## config.mk

```make
export PLATFORM = sky130hd
export DESIGN_NAME = i2c_strobe_slave
export DESIGN_NICKNAME = d
export VERILOG_FILES = /design/src/rtl/i2cs_pkg.sv /design/src/rtl/i2cs_filter.sv /design/src/rtl/i2cs_engine.sv /design/src/rtl/i2c_strobe_slave.sv
export SDC_FILE = /design/constraint.sdc
export NUM_CORES = 1
export LEC_CHECK = 0
export BUFFER_PORTS_ARGS = -buffer_cell sky130_fd_sc_hd__buf_4
export CAP_MARGIN = 20
export CORE_ASPECT_RATIO = 0.7
export CORE_MARGIN = 5
export CORE_UTILIZATION = 55
export DETAILED_ROUTE_END_ITERATION = 6
export PLACE_DENSITY = 0.76
export SLEW_MARGIN = 30
export SYNTH_ARGS = -nofsm -noshare
export SYNTH_HDL_FRONTEND = slang
export SYNTH_HIERARCHICAL = 1
export SYNTH_SLANG_ARGS = --single-unit
```

## constraint.sdc

```tcl
create_clock -name clk -period 2.1 [get_ports clk]
set_clock_uncertainty 0.05 [all_clocks]
set_input_delay 0.105 -clock clk [delete_from_list [all_inputs] [get_ports clk]]
set_output_delay 0.105 -clock clk [all_outputs]
set_load 0.03 [all_outputs]
```

## src/rtl/i2cs_pkg.sv

```systemverilog
package i2cs_pkg;

    typedef enum logic [2:0] {
        ST_IDLE,   // not addressed, waiting for START
        ST_ADDR,   // shifting in the address byte
        ST_AWAIT,  // byte done, waiting for SCL low to drive ACK
        ST_AACK,   // driving ACK during ninth pulse
        ST_RX,     // receiving a write data byte
        ST_TX,     // shifting out a read data byte
        ST_MACK,   // sampling the master's acknowledge
        ST_TXW     // next read byte fetched, waiting for SCL low
    } i2cs_state_t;

    typedef struct packed {
        logic scl;
        logic sda;
    } i2cs_lines_t;

    localparam int unsigned BUS_LINES = 2;

    function automatic logic addr_hit(input logic [6:0] got, input logic [6:0] own);
        return got == own;
    endfunction

endpackage

```

## src/rtl/i2cs_filter.sv

```systemverilog
module i2cs_filter #(
    parameter int unsigned LEN = 4
) (
    input  logic clk,
    input  logic rst,
    input  logic din,
    output logic dout
);
    localparam int unsigned CW = $clog2(LEN + 1);

    logic [1:0]    sync_q;
    logic [CW-1:0] cnt_q;

    always_ff @(posedge clk) begin
        if (rst) begin
            sync_q <= 2'b11;
            cnt_q  <= '0;
            dout   <= 1'b1;
        end else begin
            sync_q <= {sync_q[0], din};
            if (sync_q[1] == dout) begin
                cnt_q <= '0;
            end else if (cnt_q == CW'(LEN - 1)) begin
                cnt_q <= '0;
                dout  <= sync_q[1];
            end else begin
                cnt_q <= cnt_q + 1'b1;
            end
        end
    end

    // a new level is only taken after it was steady for several cycles
    a_r10_level_held: assert property (@(posedge clk) disable iff (rst)
        (dout != $past(dout)) |-> ($past(sync_q[1]) == dout && $past(sync_q[1], 2) == dout));

endmodule

```

## src/rtl/i2cs_engine.sv

```systemverilog
module i2cs_engine
    import i2cs_pkg::*;
#(
    parameter logic [6:0] DEV_ADDR = 7'h5A
) (
    input  logic        clk,
    input  logic        rst,
    input  i2cs_lines_t bus,
    output logic        sda_o,
    input  logic [7:0]  tgt_rdata,
    output logic [7:0]  tgt_wdata,
    output logic        tgt_wr,
    output logic        tgt_rd
);
    i2cs_state_t st_q;
    i2cs_lines_t prev_q;
    logic [2:0]  cnt_q;
    logic [7:0]  sh_q;
    logic        rw_q;
    logic        ld_q;

    logic scl_rise, scl_fall, cond_start, cond_stop;

    always_comb begin
        scl_rise   = bus.scl & ~prev_q.scl;
        scl_fall   = ~bus.scl & prev_q.scl;
        cond_start = bus.scl & prev_q.scl & prev_q.sda & ~bus.sda;
        cond_stop  = bus.scl & prev_q.scl & ~prev_q.sda & bus.sda;
    end

    always_ff @(posedge clk) begin
        if (rst) begin
            st_q      <= ST_IDLE;
            prev_q    <= '{scl: 1'b1, sda: 1'b1};
            cnt_q     <= '0;
            sh_q      <= '0;
            rw_q      <= 1'b0;
            ld_q      <= 1'b0;
            sda_o     <= 1'b1;
            tgt_wdata <= '0;
            tgt_wr    <= 1'b0;
            tgt_rd    <= 1'b0;
        end else begin
            prev_q <= bus;
            tgt_wr <= 1'b0;
            tgt_rd <= 1'b0;
            ld_q   <= 1'b0;
            if (ld_q) sh_q <= tgt_rdata;

            if (cond_start) begin
                st_q  <= ST_ADDR;
                cnt_q <= '0;
                sda_o <= 1'b1;
            end else if (cond_stop) begin
                st_q  <= ST_IDLE;
                sda_o <= 1'b1;
            end else begin
                unique case (st_q)
                    ST_IDLE: ;
                    ST_ADDR: if (scl_rise) begin
                        sh_q  <= {sh_q[6:0], bus.sda};
                        cnt_q <= cnt_q + 1'b1;
                        if (cnt_q == 3'd7) begin
                            if (addr_hit(sh_q[6:0], DEV_ADDR)) begin
                                rw_q <= bus.sda;
                                st_q <= ST_AWAIT;
                            end else begin
                                st_q <= ST_IDLE;
                            end
                        end
                    end
                    ST_AWAIT: if (scl_fall) begin
                        sda_o <= 1'b0;
                        st_q  <= ST_AACK;
                    end
                    ST_AACK: begin
                        if (scl_rise && rw_q) begin
                            tgt_rd <= 1'b1;
                            ld_q   <= 1'b1;
                        end
                        if (scl_fall) begin
                            cnt_q <= '0;
                            if (rw_q) begin
                                sda_o <= sh_q[7];
                                st_q  <= ST_TX;
                            end else begin
                                sda_o <= 1'b1;
                                st_q  <= ST_RX;
                            end
                        end
                    end
                    ST_RX: if (scl_rise) begin
                        sh_q  <= {sh_q[6:0], bus.sda};
                        cnt_q <= cnt_q + 1'b1;
                        if (cnt_q == 3'd7) begin
                            tgt_wdata <= {sh_q[6:0], bus.sda};
                            tgt_wr    <= 1'b1;
                            rw_q      <= 1'b0;
                            st_q      <= ST_AWAIT;
                        end
                    end
                    ST_TX: if (scl_fall) begin
                        cnt_q <= cnt_q + 1'b1;
                        if (cnt_q == 3'd7) begin
                            sda_o <= 1'b1;
                            st_q  <= ST_MACK;
                        end else begin
                            sh_q  <= {sh_q[6:0], 1'b0};
                            sda_o <= sh_q[6];
                        end
                    end
                    ST_MACK: if (scl_rise) begin
                        if (bus.sda) begin
                            st_q <= ST_IDLE;
                        end else begin
                            tgt_rd <= 1'b1;
                            ld_q   <= 1'b1;
                            st_q   <= ST_TXW;
                        end
                    end
                    ST_TXW: if (scl_fall) begin
                        sda_o <= sh_q[7];
                        cnt_q <= '0;
                        st_q  <= ST_TX;
                    end
                    default: st_q <= ST_IDLE;
                endcase
            end
        end
    end

    // the two target strobes never coincide
    a_r11_strobe_excl: assert property (@(posedge clk) disable iff (rst)
        !(tgt_wr && tgt_rd));
    // write strobe lasts one cycle
    a_r4_wr_single: assert property (@(posedge clk) disable iff (rst)
        tgt_wr |=> !tgt_wr);
    // read strobe lasts one cycle
    a_r6_rd_single: assert property (@(posedge clk) disable iff (rst)
        tgt_rd |=> !tgt_rd);
    // SDA is only pulled low while the filtered clock is low
    a_r11_drive_scl_low: assert property (@(posedge clk) disable iff (rst)
        $fell(sda_o) |-> !bus.scl);
    // an idle slave never holds the data line
    a_r3_idle_released: assert property (@(posedge clk) disable iff (rst)
        (st_q == ST_IDLE) |-> sda_o);
    // a stop always leads back to idle
    a_r9_stop_idle: assert property (@(posedge clk) disable iff (rst)
        cond_stop |=> (st_q == ST_IDLE));

endmodule

```

## src/rtl/i2c_strobe_slave.sv

```systemverilog
module i2c_strobe_slave
    import i2cs_pkg::*;
#(
    parameter logic [6:0]  DEV_ADDR = 7'h5A,
    parameter int unsigned FILT_LEN = 4
) (
    input  logic       clk,
    input  logic       rst,
    input  logic       scl_i,
    input  logic       sda_i,
    output logic       sda_o,
    input  logic [7:0] tgt_rdata,
    output logic [7:0] tgt_wdata,
    output logic       tgt_wr,
    output logic       tgt_rd
);
    logic [BUS_LINES-1:0] raw_lines;
    logic [BUS_LINES-1:0] clean_lines;
    i2cs_lines_t          bus;

    assign raw_lines = {scl_i, sda_i};

    for (genvar i = 0; i < BUS_LINES; i++) begin : g_filt
        i2cs_filter #(.LEN(FILT_LEN)) u_filt (
            .clk  (clk),
            .rst  (rst),
            .din  (raw_lines[i]),
            .dout (clean_lines[i])
        );
    end

    assign bus = i2cs_lines_t'(clean_lines);

    i2cs_engine #(.DEV_ADDR(DEV_ADDR)) u_engine (
        .clk       (clk),
        .rst       (rst),
        .bus       (bus),
        .sda_o     (sda_o),
        .tgt_rdata (tgt_rdata),
        .tgt_wdata (tgt_wdata),
        .tgt_wr    (tgt_wr),
        .tgt_rd    (tgt_rd)
    );

endmodule

```

==> impl_results.md, run 1 <==
- Status: complete, no violations
- Antenna-violating nets left: 0
- Mapped Area: 1970 µm²
- Initial antenna violation count: 0
- Minimum clock period: 1.98 ns
- Final setup viols: 0
- Routed length per instance: 14.0 µm
- CP Buf/Inv Count: 0
- WS Path Type: reg -> reg
- Worst EP required: 2.24 ns
- CTS Root Cell: clkbuf_8
- Synth top cells by count: dfxtp_1, nand2_1, a21oi_1, mux2i_1, nand3_1
- Power, Total: 0.00145 W
- Post-synth EDFFs: 0
- Detailed Route Iter0 Violations: 113
- Seq/Total Area, Yosys: 0.406
- Yosys reg bits: 40
- Pleak: 0.879 nW
- N_diodes: 0
- Fin Hold WS: 0.0905 ns
- CP max stage delay: 0.35 ns
- Worst path cell trace: ha_1, ha_1, and3b_2, a32o_1, nor3_1, mux2_2
- Final slew viol count: 0
- DRT Wirelength: 4040 µm
- Max-cap violations: 0
- Fillers: 296
- Number of port buffers: 22
- Synth top area cells: dfxtp_1, nand2_1, mux2i_1, mux2_2, ha_1
- Boundary Pins: 23
- Initial Util: 0.565
- Die area: 4900 µm²
- First-pass GRT wire length: 6610 µm
- Achievable clock frequency: 0.505 GHz
- Worst VDD drop: 398 µV
- CP most frequent cell: ha_1
- Drt first pass iters: 4
- Share of cells above drive strength 1: 0.280
- Mapped Avg Cell Area: 9.43 µm²
- Core area: 3490 µm²
- Post-Syn Nets: 227
- Actual slew at the worst max-slew pin: 0.478 ns
- Std cell rows: 18
- Mapped Cells: 209
- Vias in the first global route: 1423
- Die Wd: 81.6 µm
- Post-route setup slack: 0.120 ns
- CTS tree: built
- Final period util: 0.943
- Clock slew at reported path FFs: 0.08 ns
- CTS buffer count: 5
- CP Data Arrival Time: 2.12 ns
- Grt total ovfl: 0
- Post-route setup TNS: 0 ns
- DRC: 0
- Post-CTS Setup Inserts: 0
- Worst hold path class: in -> reg
- Vias/cell: 5.39
- Dpl ws: 0.134 ns
- YS warnings: 6
- Slew HR: 0.681
- Clk Latency, worst-skew pair: 0.30 ns
- GRT Util Overall: 0.179
- Synth top area share: 0.406
- Pwr/cell area: 616 nW/µm²
- Post-synth ARST share: 0
- Largest net degree at the start of global routing: 29
- H-Tree Level Count: 2
- Post-synth cell types: 48
- Top-count cell post-synth: dfxtp_1
- Via count: 1557
- Clock sink count: 40
- Unrepaired setup endpoints after global routing: false
- Maximum clock insertion buffer count: 2
- Layout area overhead: 19.2%
- Post-DP HPWL: 2880 µm
- Kind of end point of the critical path: flop
- Final Hold Vio Count: 0
- Nets: 256
- Die Ht: 60.1 µm
- Crit start category: flop
- Crit-path max FO: 6
- Top FF cell, synth: dfxtp_1
- RePlAce Congestion: 0.901
- Util after Layout: 0.673
- CP top delay family: adder cells
- Crit-path slowest cell: mux2_2
- Post-synth top area cell: dfxtp_1
[registers in the layout (all words and copies together), names as in the netlist]
signal,cells
u_engine/sh_q,8
u_engine/tgt_wdata,8
g_filt.u_filt/cnt_q,6
g_filt.u_filt/sync_q,4
u_engine/cnt_q,3
u_engine/st_q,3
g_filt.u_filt/dout,2
u_engine/prev_q,2
u_engine/ld_q,1
u_engine/rw_q,1
u_engine/sda_o,1
u_engine/tgt_wr,1
[worst register-to-register path, cell delays in order, from the launching register on]
cell and delay (ns):
dfxtp_1 0.33, ha_1 0.20, ha_1 0.25, and3b_2 0.23
a32o_1 0.27, nor3_1 0.21, mux2_2 0.35
[logic make-up after synthesis]
family / count (synthesis) / share of synthesized area
AOI/OAI and AO/OA: 38 / 0.149
DFF: 40 / 0.406
adders and majority gates: 6 / 0.0381
and+or+nand+nor: 86 / 0.252
muxes: 19 / 0.102
xor gates and xnor gates: 4 / 0.0178
buffers and inverters: 16 / 0.0355
[final cells by class]
type                    instances  area (µm²)  share of cell area
clock buffers                   5        68.8              0.0293
well taps                      50        62.6              0.0266
multi-input cells             153        1100               0.468
clock inverters                 3        46.3              0.0197
flip-flops and latches         40         801               0.341
inverters                       5        18.8             0.00798
repair buffers                 33         253               0.108
[report_power, final]
group | switching [W] | internal, W | total, W
Clock | 0.000283 | 0.000358 | 0.000641
Sequential | 0.00000215 | 0.000762 | 0.000764
Combinational | 0.0000211 | 0.0000209 | 0.0000420
[routing by layer]
| metal | global-route usage | wire (µm) | up-vias |
|---|---|---|---|
| met5 | 0 | 0 | - |
| met1 | 0.257 | 2210 | 710 |
| met3 | 0.0497 | 149 | 8 |
| met2 | 0.248 | 1620 | 31 |
| met4 | 0.0723 | 63 | 0 |
| li1 | - | - | 808 |
[worst paths after layout]
kind,startpoint,slack [ns],end,depth (start not counted)
worst max-delay path,u_engine/cnt_q[0],0.12,u_engine/st_q[0],6
worst min-delay path,tgt_rdata[0],0.09,u_engine/sh_q[0],3
worst max register to register,u_engine/cnt_q[0],0.12,u_engine/st_q[0],6
worst min register to register,g_filt[1].u_filt/sync_q[0],0.36,g_filt[1].u_filt/sync_q[1],1
[cell usage in the layout, fill, tap and decap left out, types with 3 or more instances in the layout]
cell type / instances
nor4_1: 4
or2_2: 6
mux2_2: 8
nand3_1: 10
a21oi_1: 11
clkbuf_8: 5
dfxtp_1: 40
o2111ai_1: 3
mux2i_1: 11
inv_1: 5
nor3b_1: 3
nand2_1: 31
xnor2_1: 4
buf_4: 31
nor2b_1: 4
nor2_1: 9
ha_1: 6
o21ai_0: 4
[repair_timing]
item / in CTS / in global routing
hold buffers: 2 / 0
endpoints found under the hold margin: 2 / 0
resized for setup: 0 / 0
[stage by stage]
step	instances	cell area, µm²
6_report	289	2350
5_1_grt	289	2350
4_1_cts	289	2350
3_5_place_dp	279	2220
3_3_place_gp	279	2220
2_1_floorplan	209	1970
Power figures use the tool's default switching activity.
==> inputs of run 2 (changes only) <==
--- a/config.mk
+++ b/config.mk
@@ -10,6 +10,7 @@
 export CORE_ASPECT_RATIO = 0.7
 export CORE_MARGIN = 5
 export CORE_UTILIZATION = 55
+export CTS_BUF_LIST = sky130_fd_sc_hd__clkbuf_2
 export DETAILED_ROUTE_END_ITERATION = 6
 export PLACE_DENSITY = 0.76
 export SLEW_MARGIN = 30
==> impl_results.md, run 2 (same netlist as run 1, synthesis figures left out) <==
- Crit-path slowest cell: dfxtp_1
- Worst VDD drop: 416 µV (+4.5%)
- Hold Crit Depth: 5 (+2)
- Detailed Route Iter0 Violations: 66 (-42%)
- R2R depth: 6 (unchanged)
- Antenna-violating nets left: 0 (unchanged)
- Internal reg-to-reg setup slack: 0.13 ns (about the same)
- H-Tree Level Count: 2 (unchanged)
- Hold path start: tgt_rdata[2]
- Worst R2R Start: u_engine/cnt_q[0]
- Largest net degree at the start of global routing: 29 (unchanged)
- Vias in the first global route: 1422 (-0.070%)
- GRT Util Overall: 0.178 (-0.000959)
- Grt total ovfl: 0 (unchanged)
- Maximum clock insertion buffer count: 2 (unchanged)
- Core area: 3490 µm² (unchanged)
- Clk Latency, worst-skew pair: 0.39 ns (+0.09 ns)
- Std cell rows: 18 (unchanged)
- Number of port buffers: 22 (unchanged)
- Post-route setup TNS: 0 ns (unchanged)
- Status: complete, no violations
- Biggest regs: u_engine/sh_q x8, u_engine/tgt_wdata x8, g_filt.u_filt/cnt_q x6
- Slew HR: 0.677 (-0.00356)
- Achievable clock frequency: 0.509 GHz (+0.69%)
- Crit start category: flop
- CTS buffer count: 5 (unchanged)
- Worst EP required: 2.36 ns (+0.12 ns)
- Share of cells above drive strength 1: 0.276 (-0.00461)
- Actual slew at the worst max-slew pin: 0.483 ns (+0.00521 ns)
- Most frequent cells in the layout: dfxtp_1, buf_4, nand2_1
- Post-DP HPWL: 2880 µm (unchanged)
- Vias/cell: 5.43 (+0.73%)
- Unrepaired setup endpoints after global routing: false
- Pleak: 0.881 nW (+0.17%)
- DRT Wirelength: 4030 µm (-0.32%)
- Worst path cell trace: ha_1, ha_1, and3b_2, a32o_1, nor3_1, mux2_2
- Crit-path max FO: 6 (unchanged)
- Worst-case hold path end point: u_engine/sh_q[2]
- Max-cap violations: 0 (unchanged)
- DRC: 0 (unchanged)
- CP Data Arrival Time: 2.22 ns (+0.10 ns)
- Die Ht: 60.1 µm (unchanged)
- Pwr/cell area: 546 nW/µm² (-11%)
- Layout area overhead: 19.0%
- Via count: 1590 (+2.1%)
- CTS Root Cell: clkbuf_2
- CP startpoint: u_engine/cnt_q[0]
- Post-CTS Setup Inserts: 0 (unchanged)
- Fillers: 303 (+2.4%)
- Reg-to-Reg End: u_engine/st_q[0]
- RePlAce Congestion: 0.901 (unchanged)
- Util after Layout: 0.672 (-0.00108)
- Final setup viols: 0 (unchanged)
- Routed length per instance: 13.7 µm (-1.7%)
- Drt first pass iters: 4 (unchanged)
- Commonest non-fill, non-tap cell in the layout: dfxtp_1
- Initial antenna violation count: 0 (unchanged)
- Die area: 4900 µm² (unchanged)
- CP most frequent cell: ha_1
- N_diodes: 0 (unchanged)
- First-pass GRT wire length: 6630 µm (+0.30%)
- Final slew viol count: 0 (unchanged)
- CP top delay family: adder cells
- CP Buf/Inv Count: 0 (unchanged)
- WS Path Type: reg -> reg
- Clock slew at reported path FFs: 0.21 ns (+0.13 ns)
- CP max stage delay: 0.37 ns (+0.02 ns)
- Power, Total: 0.00128 W (-12%)
- Worst hold path class: in -> reg
- Boundary Pins: 23 (unchanged)
- Cts repair resizes: 0 (unchanged)
- Kind of end point of the critical path: flop
- Clock sink count: 40 (unchanged)
- Die Wd: 81.6 µm (unchanged)
- Initial Util: 0.565 (unchanged)
- Final period util: 0.936 (-0.00647)
- Final Hold Vio Count: 0 (unchanged)
- CTS tree: built
- Nets: 260 (+1.6%)
- Minimum clock period: 1.97 ns (-0.0136 ns)
-- run 2: where the power goes --
part | switching, W | leakage, nW | internal (W)
Combinational | 0.0000221 | 0.518 | 0.0000258
Sequential | 0.00000216 | 0.323 | 0.000765
Clock | 0.000260 | 0.0396 | 0.000205
Total | 0.000284 | 0.881 | 0.000996
-- run 2: routing by layer --
layer,vias to the layer above,part of all wire,global-route usage
li1,813,-,-
met1,746,0.55,0.261
met2,26,0.40,0.246
met3,5,0.038,0.0497
met4,0,0.0094,0.0578
met5,-,0,0
-- run 2: stage by stage --
stage | hold slack (ns) | worst slack, ns | instance area (µm²) | std cells
final | 0.0334 | 0.134 | 2350 | 293
after global routing | 0.00295 | 0.0261 | 2350 | 293
after CTS | 0.00540 | 0.116 | 2330 | 291
after detailed placement | 0.241 | 0.134 | 2220 | 279
after global placement | 0.243 | 0.176 | 2220 | 279
after floorplan | 0.129 | 0.254 | 1970 | 209
-- run 2: cell type report --
cell class,instances,area [µm²],share of cell area
clock buffer,5,25.0,0.0107
clock inverter,3,46.3,0.0197
inverter,5,18.8,0.00800
multi-input combinational,153,1100,0.469
sequential,40,801,0.341
tap,50,62.6,0.0267
timing repair buffer,37,293,0.125
-- run 2: timing repair --
item | in CTS | in global routing
hold endpoints to repair | 10 | 2
hold buffers | 4 | 2
endpoints found under the setup margin | 0 | 0
-- run 2: how the worst max path moves through the flow --
stage | end | slack (ns) | depth (start not counted)
6_report | u_engine/st_q[0] | 0.13 | 6
5_1_grt | u_engine/st_q[0] | 0.03 | 6
4_1_cts | u_engine/st_q[0] | 0.12 | 6
3_5_place_dp | u_engine/st_q[0] | 0.13 | 6
3_3_place_gp | u_engine/st_q[0] | 0.18 | 6
2_1_floorplan | u_engine/sh_q[1] | 0.25 | 6
-- run 2: worst register-to-register path: stages (launching register included) --
cell,delay (ns)
dfxtp_1,0.37
ha_1,0.20
ha_1,0.24
and3b_2,0.23
a32o_1,0.27
nor3_1,0.20
mux2_2,0.35
